--- config.mk ---
export PLATFORM = sky130hd
export DESIGN_NAME = rolling_row_sequencer
export DESIGN_NICKNAME = d
export VERILOG_FILES = /design/src/rtl/rolling_row_sequencer.sv
export SDC_FILE = /design/constraint.sdc
export NUM_CORES = 1
export LEC_CHECK = 0
export ABC_AREA = 0
export ABC_CLOCK_PERIOD_IN_PS = 2900
export CAP_MARGIN = 0
export CORE_UTILIZATION = 55
export CTS_BUF_LIST = sky130_fd_sc_hd__clkbuf_8
export DETAILED_ROUTE_END_ITERATION = 8
export DONT_BUFFER_PORTS = 1
export HOLD_SLACK_MARGIN = 0.03
export PLACE_DENSITY_LB_ADDON = 0.12
export SYNTH_ARGS = -nofsm -noshare
export SYNTH_HDL_FRONTEND = slang
export SYNTH_SLANG_ARGS = --single-unit
--- constraint.sdc ---
create_clock -name clk -period 2.9 [get_ports clk]
set_clock_uncertainty 0.1 [all_clocks]
set_input_delay 0.58 -clock clk [delete_from_list [all_inputs] [get_ports clk]]
set_output_delay 0.58 -clock clk [all_outputs]
set_load 0.01 [all_outputs]
--- src/rtl/rolling_row_sequencer.sv ---
module rolling_row_sequencer #(
  parameter int NUM_ROWS = 8,
  parameter int CNT_W    = 12,
  localparam int RW      = (NUM_ROWS > 1) ? $clog2(NUM_ROWS) : 1
) (
  input  logic                clk,
  input  logic                rst_n,
  input  logic                start,
  input  logic [RW-1:0]       first_row,
  input  logic [RW-1:0]       last_row,
  input  logic [CNT_W-1:0]    expo_cycles,
  input  logic [CNT_W-1:0]    read_cycles,
  output logic [NUM_ROWS-1:0] reset_n,
  output logic [NUM_ROWS-1:0] shutter_n,
  output logic [NUM_ROWS-1:0] row_sel,
  output logic                frame_done
);
  localparam int KW = $clog2(NUM_ROWS + 1);

  logic                busy, trail_run, done_q;
  logic [RW-1:0]       first_q;
  logic [KW-1:0]       nrows_q, k_a, k_b;
  logic [CNT_W-1:0]    expo_q, slot_q, s_a, s_b, w;
  logic [NUM_ROWS-1:0] open_q, sel_q, rst_now, close_now;
  logic [KW:0]         lead_row, trail_row;

  wire win_ok    = (first_row <= last_row) && (int'(last_row) < NUM_ROWS);
  wire launch    = start && !busy && win_ok;
  wire lead_hit  = busy && (s_a == '0) && (k_a < nrows_q);
  wire close_hit = trail_run && (s_b == '0) && (k_b < nrows_q);
  wire done_evt  = trail_run && (s_b == '0) && (k_b == nrows_q);

  assign lead_row  = (KW+1)'(first_q) + (KW+1)'(k_a);
  assign trail_row = (KW+1)'(first_q) + (KW+1)'(k_b);

  for (genvar i = 0; i < NUM_ROWS; i++) begin : g_row
    assign rst_now[i]   = lead_hit  && (lead_row  == (KW+1)'(i));
    assign close_now[i] = close_hit && (trail_row == (KW+1)'(i));
  end

  assign reset_n    = ~rst_now;
  assign shutter_n  = ~(rst_now | (open_q & ~close_now));
  assign row_sel    = sel_q;
  assign frame_done = done_q;

  always_ff @(posedge clk or negedge rst_n) begin
    if (!rst_n) begin
      busy <= 1'b0; trail_run <= 1'b0; done_q <= 1'b0;
      first_q <= '0; nrows_q <= '0; expo_q <= '0; slot_q <= '0;
      s_a <= '0; k_a <= '0; s_b <= '0; k_b <= '0; w <= '0;
      open_q <= '0; sel_q <= '0;
    end else begin
      done_q <= done_evt;
      if (launch) begin
        busy      <= 1'b1;
        trail_run <= 1'b0;
        first_q   <= first_row;
        nrows_q   <= KW'(last_row) - KW'(first_row) + KW'(1);
        expo_q    <= expo_cycles;
        slot_q    <= (read_cycles == '0) ? CNT_W'(1) : read_cycles;
        s_a <= '0; k_a <= '0; s_b <= '0; k_b <= '0; w <= '0;
        open_q <= '0; sel_q <= '0;
      end else if (busy) begin
        if (k_a < nrows_q) begin
          if (s_a == slot_q - CNT_W'(1)) begin
            s_a <= '0;
            k_a <= k_a + KW'(1);
          end else s_a <= s_a + CNT_W'(1);
        end
        if (!trail_run) begin
          if (w == expo_q) trail_run <= 1'b1;
          else w <= w + CNT_W'(1);
        end else if (s_b == slot_q - CNT_W'(1)) begin
          s_b <= '0;
          k_b <= k_b + KW'(1);
        end else s_b <= s_b + CNT_W'(1);
        open_q <= (open_q | rst_now) & ~close_now;
        if (close_hit) sel_q <= close_now;
        if (done_evt) begin
          sel_q     <= '0;
          busy      <= 1'b0;
          trail_run <= 1'b0;
        end
      end
    end
  end

  p_one_sel_r6: assert property (@(posedge clk) disable iff (!rst_n)
    $onehot0(row_sel));
  p_reset_with_shutter_r2: assert property (@(posedge clk) disable iff (!rst_n)
    ((~reset_n) & shutter_n) == '0);
  p_sel_closed_r5: assert property (@(posedge clk) disable iff (!rst_n)
    (row_sel & ~shutter_n) == '0);
  p_done_pulse_r8: assert property (@(posedge clk) disable iff (!rst_n)
    frame_done |=> !frame_done);
  p_done_idle_r8: assert property (@(posedge clk) disable iff (!rst_n)
    frame_done |-> (row_sel == '0) && (&shutter_n) && (&reset_n));
endmodule

Word-level counts from Yosys, hierarchy flattened --
Cells that the tools add are included.
Storage, ports and cells: register bits after elaboration 94, input port bits 33, logic and storage cells 130
Cells by class: add/subtract/negate cells 10, order comparisons 3, equal/unequal tests 20, muxes and demuxes 35, bitwise operators 7, reductions and logical operators 41
Operator list (count):
- $mux W12 | 13
- $mux W8 | 6
- $eq A5 B3 Y1 const B | 8
- $add A12 B1 Y12 const B | 3
- $eq A12 B12 Y1 | 3
- $logic_not A12 Y1 | 3
- $mux W4 | 8
- $not A8 Y8 | 3
- $logic_and A1 B1 Y1 | 23
- $eq A5 B2 Y1 const B | 4
- $and A8 B8 Y8 | 2
- $or A8 B8 Y8 | 2
- $add A4 B1 Y4 const B | 3
- $sub A12 B1 Y12 const B | 1
- $add A3 B4 Y5 | 2
- $eq A5 B1 Y1 const B | 2
- $logic_not A5 Y1 | 2
- $reduce_bool A2 Y1 | 5
- $reduce_and A3 Y1 | 3
- $lt A4 B4 Y1 | 2
- $mux W1 | 8
- $reduce_and A2 Y1 | 3
- $eq A4 B4 Y1 | 1
- $sub A3 B3 Y4 | 1
- other kinds (5) | 5

Depth between registers and ports, before layout --
Gate-level depths: netlist of run 1.
depth in word-level cells 8, depth in mapped cells 11, mapped depth without buffers 10

Least setup slack after synthesis of run 1 --
No wires, ideal clock.
kind reg2reg, from reg slot_q[0], to reg s_a[10], setup time 0.126 ns, arrival 2.736 ns, path slack -0.062 ns, cell stages (with the launch flop) 11, path buffers 1, period minus slack after synthesis 2.962 ns, path through dfrtp_1 inv_1 ha_1 or3b_2 o31ai_1 a21oi_1 a2111oi_1 nor4b_4 buf_6 nor2_1 a221o_1
On the way: word-level cells in the longest chain between the ends 6
RTL lines:
- start: declaration | RTL line 23 | logic [CNT_W-1:0] expo_q, slot_q, s_a, s_b, w;
- start signal: assignment | RTL line 60 | slot_q <= (read_cycles == '0) ? CNT_W'(1) : read_cycles;
- $sub A12 B1 Y12 | RTL line 65 | if (s_a == slot_q - CNT_W'(1)) begin
- $eq A12 B12 Y1 | RTL line 65
- $mux W12 | RTL line 65
- $mux W12 | RTL line 64 | if (k_a < nrows_q) begin
- $mux W12 | RTL line 63 | end else if (busy) begin
- $mux W12 | RTL line 54 | if (launch) begin
- end signal: assignment | RTL line 68 | end else s_a <= s_a + CNT_W'(1);
- end: declaration | RTL line 23
Every way passes these cells. The select of a mux whose other input is x is not followed. A chain may end at the register's enable or synchronous reset.

Worst setup path after layout of run 1 --
from reg k_a[1], to out shutter_n[5]
On the way: word-level cells in the longest chain between the ends 5, elaborated cells between the ends (all ways) 7
RTL lines:
- start: declaration | RTL line 22 | logic [KW-1:0] nrows_q, k_a, k_b;
- start signal: assignment | RTL line 67 | k_a <= k_a + KW'(1);
- $add A3 B4 Y5 or $lt A4 B4 Y1 (tied branches) | RTL line 33, 29
- $eq A5 B3 Y1 or $logic_and A1 B1 Y1 (tied branches) | RTL line 37, 29
- $logic_and A1 B1 Y1 (*) | RTL line 37 | assign rst_now[i] = lead_hit && (lead_row == (KW+1)'(i));
- $or A8 B8 Y8 (*) | RTL line 42 | assign shutter_n = ~(rst_now | (open_q & ~close_now));
- $not A8 Y8 (*) | RTL line 42
- end: declaration | RTL line 14 | output logic [NUM_ROWS-1:0] shutter_n,
Every way passes the cells marked *; elsewhere a longest branch is shown, timed or not.

==> metrics, run 1 <==
largest net degree at the start of global routing 95; area delta synth->final 22.2%; # IOs 58; power per cell area 1030 mW/mm²; syn_area_per_cell 8.78 µm²; GR Overflow Total 0; Port Buf Inserts 0; min Tclk post-route 3.18 ns; Startpoint Class flop; post-synth cell types 69; total power draw 7.49 mW; diode count 0; largest area contributor in the netlist dfrtp_1; ys async rst share 100%; failing checks hold timing, setup timing; pre-CTS setup slack -0.0547 ns; # placed instances 853; Worst EP arrival 2.50 ns; Via density 5.99; site row count 37; final number of setup-violating endpoints 16; top cells by area, synth dfrtp_1 39%, nand2_1 7.6%, ha_1 5.2%; CP Data Required Time 2.22 ns; final worst-path cycle share 110%; Die X 106 µm; final hold slack -0.000310 ns; 1st-pass router iterations 5; drt total wl 15300 µm; peak fanout along the critical path 4; cts bufs inserted 9; Layout Utilization 70.1%; Mapped Nets 742; drt drc 0; max_slew headroom 50.5%; Mapped Area 0.00597 mm²; vias in the first global route 5055; Combinational Power Share 56.7%; top cell type's share of synthesized area 39.4%; Seq pwr share 30.6%; maximum VDD drop 561 µV; Initial Utilization 57.3%; run status finished with violations; final slew viol count 0; Worst setup EP type output pin; DIE HEIGHT 106 µm; initial antenna violation count 0; Sw Ratio 44.2%; worst-margin pin slew 0.739 ns; Hold Vio Cnt, Final 1; Root Buffer clkbuf_8; sequential share of the synthesized area 39.4%; Synth Flop Type dfrtp_1; Pint 4.18 mW; maximum clock rate 315 MHz; share of layout cells above drive strength 1 23.7%; Max H-tree Level 3; clk sink count 94; Cells after Synth 680; NetSw 3.31 mW; vias post-DR 5303; placeable core area 0.0104 mm²; first-pass GRT wire length 24700 µm; DP HPWL 10700 µm; Worst-path clk slew 0.11 ns; Hold Crit Class in2async; die area 0.0113 mm²; Syn. warnings 0; Max Cap Viol 0; Final WS setup -0.276 ns; reg2reg setup slack 0.07 ns; CTS tree built; Synth Register Bits 94; ANT nets after route 0; final non-filler cell total 886; unrepaired setup endpoints after global routing true; kind of critical path reg2out; clock share of power 12.7%; Total GRT Usage 27.9%; Skew-Pair Late Insertion Delay 0.38 ns; Post-synth EDFFs 0; Final #Nets 807; Clock Path Buffers 2; initial DRC count 268; setup TNS -2.96 ns; Leakage 3.43 nW; GPL Wtd Cong 0.920; drt wl/cell 17.2 µm
cell usage after synthesis, drive strengths merged (14+ instances only):
| master | n |
|---|---|
| ha | 25 |
| o21ai | 34 |
| xor2 | 23 |
| clkbuf | 26 |
| xnor2 | 29 |
| dfrtp | 94 |
| a21oi | 23 |
| and3 | 14 |
| nand2 | 121 |
| inv | 34 |
| nor2 | 41 |
| nor2b | 19 |
| nand3 | 27 |
state kept, by name, indices dropped and copies added (netlist names):
register and cells:
slot_q 12, nrows_q 4, w 12, k_b 4, frame_done 1, trail_run 1
row_sel 8, open_q 8, busy 1, k_a 4, s_a 12, first_q 3
s_b 12, expo_q 12
worst paths after layout:
path	start	endpoint	depth (start not counted)
setup / recovery	k_a[1]$_DFFE_PN0P_	shutter_n[5]	8
hold / removal	rst_n	row_sel[0]$_DFFE_PN0P_	1
setup reg to reg	slot_q[3]$_DFFE_PN0P_	s_a[10]$_DFFE_PN0P_	8
hold reg to reg	nrows_q[2]$_DFFE_PN0P_	nrows_q[2]$_DFFE_PN0P_	2
max in group asynchronous	rst_n	k_a[0]$_DFFE_PN0P_	1
min in group clk	expo_cycles[1]	expo_q[1]$_DFFE_PN0P_	2
what timing repair did:
| item | CTS | global route |
|---|---|---|
| gates resized for setup | 59 | 30 |
| endpoints found under the setup margin | 27 | 42 |
| pin swaps | 13 | 13 |
| setup buffers | 9 | 6 |
| hold buffers | 1 | 0 |
| cloned | 0 | 1 |
| endpoints found under the hold margin | 94 | 0 |
placed cells by master, fill, tap and decap left out, drive strengths merged, types with 7 or more instances in the layout:
cell	count
nand2	121
dfrtp	94
buf	87
nor2	41
inv	37
o21ai	34
xnor2	29
nand3	27
ha	25
xor2	23
a21oi	23
nor2b	19
and3	14
a22o	13
nor4	12
o31ai	11
clkbuf	10
nor3	9
nand2b	8
or3	7
cell families (layout without fill, tap and decap cells):
logic type / after synthesis / in the layout / synth area share (%)
AND/OR/NAND/NOR: 292 / 292 / 24.1
AO/OA/AOI/OAI: 138 / 138 / 15.9
flip-flops: 94 / 94 / 39.4
buffers and inverters: 67 / 137 / 4.42
XOR/XNOR: 55 / 55 / 8.76
adder cells (fa/ha/maj): 29 / 29 / 6.58
multiplexers: 5 / 5 / 0.880
power by group through the flow:
stage	combinational, mW	sequential, mW	clock [mW]
floorplan	2.50	2.18	0
global placement	3.42	2.25	0
detailed placement	3.54	2.27	0
CTS	3.92	2.27	0.959
global route	4.64	2.35	1.01
finish	4.25	2.29	0.951
final cells by class:
type,instances,area [µm²]
Multi-Input combinational cell,519,3720
Tap cell,136,170
Clock inverter,6,76.3
Clock buffer,10,138
Inverter,34,130
Fill cell,797,3120
Sequential cell,94,2350
Timing Repair Buffer,87,712
stage by stage:
step / instance area (µm²) / hold slack [ns]
2_1_floorplan: 5990 / 0.184
3_3_place_gp: 6570 / 0.187
3_5_place_dp: 6570 / 0.187
4_1_cts: 7120 / 0.0364
5_1_grt: 7300 / 0.0491
6_report: 7300 / -0.000310
critical path, stage by stage, from the launching register on:
cell and delay, ns:
dfrtp_2 0.47, ha_4 0.23, a21o_1 0.19, a21oi_2 0.17, xnor2_2 0.10, a2111o_1 0.49, nand2b_4 0.18, a21boi_2 0.15
buf_4 0.14
per-layer routing:
metal	wire length (µm)	vias up	global-route usage [%]	share of wire [%]
li1	-	2513	-	-
met1	6760	2609	37.4	44
met2	7510	163	46.1	49
met3	762	18	3.68	5.0
met4	231	0	10.4	1.5
met5	0	-	0	0
(Power assumes the default switching activity.)
==> run 2, diff against run 1 <==
--- a/config.mk
+++ b/config.mk
@@ -8,7 +8,9 @@
 export ABC_AREA = 0
 export ABC_CLOCK_PERIOD_IN_PS = 2900
 export CAP_MARGIN = 0
-export CORE_UTILIZATION = 55
+export CELL_PAD_IN_SITES_DETAIL_PLACEMENT = 0
+export CELL_PAD_IN_SITES_GLOBAL_PLACEMENT = 2
+export CORE_UTILIZATION = 37
 export CTS_BUF_LIST = sky130_fd_sc_hd__clkbuf_8
 export DETAILED_ROUTE_END_ITERATION = 8
 export DONT_BUFFER_PORTS = 1
==> metrics, run 2 (synthesis results as in run 1) <==
run status finished with violations; Worst EP arrival 2.52 ns (+0.02 ns); ANT nets after route 0 (unchanged); Max Cap Viol 0 (unchanged); # placed instances 944 (+11%); worst-margin pin slew 0.742 ns (+0.00364 ns); Leakage 3.58 nW (+4.6%); site row count 46 (+24%); Seq. cell area 0.00235 mm² (unchanged); final slew viol count 0 (unchanged); Startpoint Class flop; power per cell area 1010 mW/mm² (-1.1%); share of layout cells above drive strength 1 26.5% (+2.7 points); maximum VDD drop 403 µV (-28%); hold_sp expo_cycles[2]; GRT Max-Usage Layer met2; pre-CTS setup slack -0.0533 ns (+0.00147 ns); Hold Crit Class in2reg; 1st-pass router iterations 5 (unchanged); unrepaired setup endpoints after global routing true; Root Buffer clkbuf_8; grt met1 use 27.1% (-10 points); Worst-path clk slew 0.09 ns (-0.02 ns); area occupied by multi-input gates 0.00377 mm² (+1.5%); min Tclk post-route 3.20 ns (+0.0206 ns); Total GRT Usage 20.1% (-7.8 points); GPL Wtd Cong 0.849 (-7.7%); kind of critical path reg2out; area delta synth->final 28.7%; clk sink count 94 (unchanged); vias in the first global route 4967 (-1.7%); Final #Nets 833 (+3.2%); peak fanout along the critical path 4 (unchanged); vias post-DR 5238 (-1.2%); Initial Utilization 37.7% (-20 points); final worst-path cycle share 110% (+0.71 points); Port Buf Inserts 0 (unchanged); GR Overflow Total 0 (unchanged); die area 0.0167 mm² (+48%); met3 Usage GRT 3.76% (+0.079 points); # IOs 58 (unchanged); maximum clock rate 313 MHz (-0.64%); Layout Utilization 48.6% (-21 points); Hold Vio Cnt, Final 0 (-1); cts bufs inserted 9 (unchanged); Max H-tree Level 3 (unchanged); CP Data Required Time 2.22 ns (about the same); DP HPWL 11800 µm (+10%); largest net degree at the start of global routing 95 (unchanged); final non-filler cell total 991 (+12%); CTS tree built; CP Launch Point k_a[1]$_DFFE_PN0P_; Worst setup EP type output pin; most frequent cells in the layout 120 x nand2_1, 96 x buf_4, 92 x dfrtp_1, 36 x nor2_1, 27 x inv_1; first-pass GRT wire length 25700 µm (+3.9%); drt drc 0 (unchanged); drt wl/cell 16.6 µm (-3.7%); diode count 0 (unchanged); max_slew headroom 50.3% (-0.24 points); DIE HEIGHT 129 µm (+22%); drt total wl 16400 µm (+7.7%); M2 GR Usage 33.1% (-13 points); Skew-Pair Late Insertion Delay 0.38 ns (about the same); reg2reg setup slack 0 ns (-0.07 ns); commonest non-fill, non-tap cell in the layout nand2_1; Via density 5.29 (-12%); setup TNS -3.00 ns (-0.0382 ns); failing checks setup timing; initial antenna violation count 0 (unchanged); placeable core area 0.0158 mm² (+52%); initial DRC count 274 (+2.2%); final number of setup-violating endpoints 17 (+1); r2r startpoint slot_q[6]$_DFFE_PN0P_; Clock Path Buffers 2 (unchanged); Final WS setup -0.296 ns (-0.0206 ns); filler instances 1537 (+93%); Die X 129 µm (+22%)
[run 2: cell count changes in the layout (fill, tap and decap cells not counted), moves of 3 or more]
cell | before | now
o21ai_2 | 1 | 4
buf_4 | 78 | 96
o21ai_0 | 29 | 23
buf_6 | 7 | 13
[run 2: worst paths after layout]
check                                              end  cells past startpoint
min in group asynchronous        open_q[5]$_DFFE_PN0P_                      2
worst max-delay path                      shutter_n[5]                      8
worst min register to register  expo_q[10]$_DFFE_PN0P_                      2
max in group asynchronous           k_a[1]$_DFFE_PN0P_                      2
worst max register to register     s_a[10]$_DFFE_PN0P_                     10
worst min-delay path             expo_q[2]$_DFFE_PN0P_                      2
[run 2: where the power goes]
part / switching (mW) / internal (mW)
clock network: 0.479 / 0.501
registers: 0.473 / 1.79
logic: 2.39 / 2.18
[run 2: timing repair]
item,CTS,global route
pin swaps,16,29
endpoints found under the hold margin,94,0
hold buffers,2,0
endpoints found under the setup margin,20,46
gates resized for setup,54,54
setup buffers,16,19
[run 2: layout make-up]
type                       instances  area share, %
clock buffer                      10           1.79
clock inverter                     5          0.993
inverter                          34           1.72
multi-input combinational        519           49.1
sequential                        94           30.6
tap                              216           3.51
timing repair buffer             113           12.3
[run 2: through the flow]
stage                     cell area, µm²  power [mW]  hold WS [ns]
final                               7690        7.80         0.199
after global routing                7690        8.40         0.176
after CTS                           7310        7.33         0.179
after detailed placement            6740        5.92         0.190
after global placement              6740        5.84         0.190
after floorplan                     5990        4.68         0.184
[run 2: worst max-delay path, stage by stage (launching register included)]
cell and delay [ns]:
dfrtp_2 0.48, ha_4 0.23, a21o_1 0.18, a21oi_2 0.16
xnor2_2 0.12, a2111o_1 0.50, nand2b_4 0.19, a21boi_1 0.12
buf_4 0.14
[run 2: per-layer routing]
layer	vias up	share of wire, %
li1	2562	-
met1	2563	47
met2	95	49
met3	18	2.9
met4	0	1.1
met5	-	0
==> run 3, diff against run 2 <==
--- a/config.mk
+++ b/config.mk
@@ -16,6 +16,7 @@
 export DONT_BUFFER_PORTS = 1
 export HOLD_SLACK_MARGIN = 0.03
 export PLACE_DENSITY_LB_ADDON = 0.12
+export SETUP_SLACK_MARGIN = 0.2
 export SYNTH_ARGS = -nofsm -noshare
 export SYNTH_HDL_FRONTEND = slang
 export SYNTH_SLANG_ARGS = --single-unit
==> metrics, run 3 (synthesis results as in run 1) <==
run status finished with violations; failing checks hold timing, setup timing; final number of setup-violating endpoints 16 (-1); DIE HEIGHT 129 µm (unchanged); drt total wl 16900 µm (+2.7%); Hold Vio Cnt, Final 94 (+94); worst-margin pin slew 0.791 ns (+0.0487 ns); cells on worst reg2reg path 10 (unchanged); Final #Nets 843 (+1.2%); total power draw 8.11 mW (+4.0%); GPL Wtd Cong 0.791 (-6.8%); power per cell area 1020 mW/mm² (+0.82%); kind of critical path reg2out; Total GRT Usage 21.2% (+1.1 points); unrepaired setup endpoints after global routing true; final worst-path cycle share 109% (-0.82 points); clk sink count 94 (unchanged); Clock Path Buffers 2 (unchanged); final slew viol count 0 (unchanged); Max H-tree Level 3 (unchanged); first-pass GRT wire length 27100 µm (+5.6%); cts bufs inserted 9 (unchanged); Via density 5.27 (-0.27%); diode count 0 (unchanged); CP Launch Point k_a[1]$_DFFE_PN0P_; largest net degree at the start of global routing 95 (unchanged); Final WS setup -0.272 ns (+0.0239 ns); max_slew headroom 47.0% (-3.3 points); Worst EP arrival 2.49 ns (-0.03 ns); area occupied by multi-input gates 0.00395 mm² (+4.7%); Skew-Pair Late Insertion Delay 0.38 ns (about the same); die area 0.0167 mm² (unchanged); maximum clock rate 315 MHz (+0.75%); most frequent cells in the layout 119 x nand2_1, 103 x buf_4, 90 x dfrtp_1, 35 x nor2_1, 28 x o21ai_0; r2r endpoint s_a[10]$_DFFE_PN0P_; # IOs 58 (unchanged); vias in the first global route 5238 (+5.5%); drt drc 0 (unchanged); Port Buf Inserts 0 (unchanged); filler instances 1526 (-0.72%); DP HPWL 11500 µm (-2.1%); peak fanout along the critical path 4 (unchanged); ANT nets after route 0 (unchanged); commonest non-fill, non-tap cell in the layout nand2_1; share of layout cells above drive strength 1 31.3% (+4.8 points); Die X 129 µm (unchanged); Worst setup EP type output pin; Hold Crit Class in2async; area delta synth->final 32.7%; Leakage 3.63 nW (+1.2%); initial DRC count 227 (-17%); Startpoint Class flop; 1st-pass router iterations 4 (-1); placeable core area 0.0158 mm² (unchanged); r2r startpoint slot_q[5]$_DFFE_PN0P_; Initial Utilization 37.7% (unchanged); CP Data Required Time 2.22 ns (about the same); site row count 46 (unchanged); Layout Utilization 50.1% (+1.5 points); reg2reg setup slack 0 ns (unchanged); drt wl/cell 16.8 µm (+1.5%); maximum VDD drop 362 µV (-10%); GR Overflow Total 0 (unchanged); vias post-DR 5282 (+0.84%); Root Buffer clkbuf_8; Worst-path clk slew 0.10 ns (about the same); min Tclk post-route 3.17 ns (-0.0239 ns); Max Cap Viol 0 (unchanged); initial antenna violation count 0 (unchanged); Setup crit end shutter_n[1]; Seq. cell area 0.00236 mm² (+0.11%); final hold slack -0.220 ns (-0.419 ns); CTS tree built
==> run 3: cell types whose count changed in the layout (fill, tap and decap cells not counted), moves of 3 or more <==
cell     delta
buf_4       +7
a21oi_2     +4
a21oi_1     -4
nand3_1     -4
o21ai_0     +5
inv_1       -3
o31ai_1     -7
nand3_2     +5
inv_2       +4
o31ai_2     +5
buf_6       +3
==> run 3: per-layer routing <==
metal / up-vias / GRT usage (%) / part of all wire, %
met5: - / 0 / 0
met1: 2607 / 29.2 / 47
met3: 13 / 2.39 / 2.4
met4: 0 / 6.64 / 1.2
li1: 2594 / - / -
met2: 68 / 34.8 / 49
==> run 3: worst max-delay path, stage by stage (launching register included) <==
cell and delay, ns:
dfrtp_2 0.47, ha_4 0.23, a21o_1 0.19, a21oi_2 0.18, xnor2_2 0.11, a2111o_1 0.49, nand2b_4 0.18, a21boi_1 0.12
buf_4 0.14
==> run 3: layout make-up <==
class / instances / share of cell area (%)
clock inverter: 5 / 0.710
timing repair buffer: 123 / 12.8
inverter: 34 / 1.61
tap: 216 / 3.41
sequential: 94 / 29.7
clock buffer: 11 / 1.91
multi-input combinational: 519 / 49.9
==> run 3: report_power, final <==
part	internal, mW	switching (mW)
Clock	0.448	0.500
Combinational	2.36	2.51
Sequential	1.79	0.512
==> run 3: worst min path at each step <==
stage                                   endpoint  slack [ns]  cells past startpoint
after floorplan                   busy$_DFF_PN0_        0.18                      0
after global placement        s_b[4]$_DFFE_PN0P_        0.19                      0
after detailed placement      s_b[4]$_DFFE_PN0P_        0.19                      0
after CTS                    s_b[10]$_DFFE_PN0P_       -0.24                      0
after global routing      row_sel[4]$_DFFE_PN0P_       -0.23                      0
final                         s_b[0]$_DFFE_PN0P_       -0.22                      0
==> run 3: repair_timing <==
item | in CTS | in global routing
setup buffers | 28 | 10
resized for setup | 105 | 29
endpoints found under the setup margin | 46 | 48
gates cloned | 1 | 1
pin swaps | 36 | 21
hold endpoints to repair | 94 | 94
==> run 3: stage by stage <==
stage | std cells | cell area, µm² | TNS, ns | setup WS [ns]
detailed placement | 946 | 6810 | -0.869 | -0.0724
finish | 1002 | 7930 | -2.84 | -0.272
CTS | 991 | 7670 | -3.06 | -0.282
global placement | 946 | 6810 | -0.235 | -0.0579
global route | 1002 | 7930 | -5.36 | -0.358
floorplan | 680 | 6060 | 0 | 0.0981
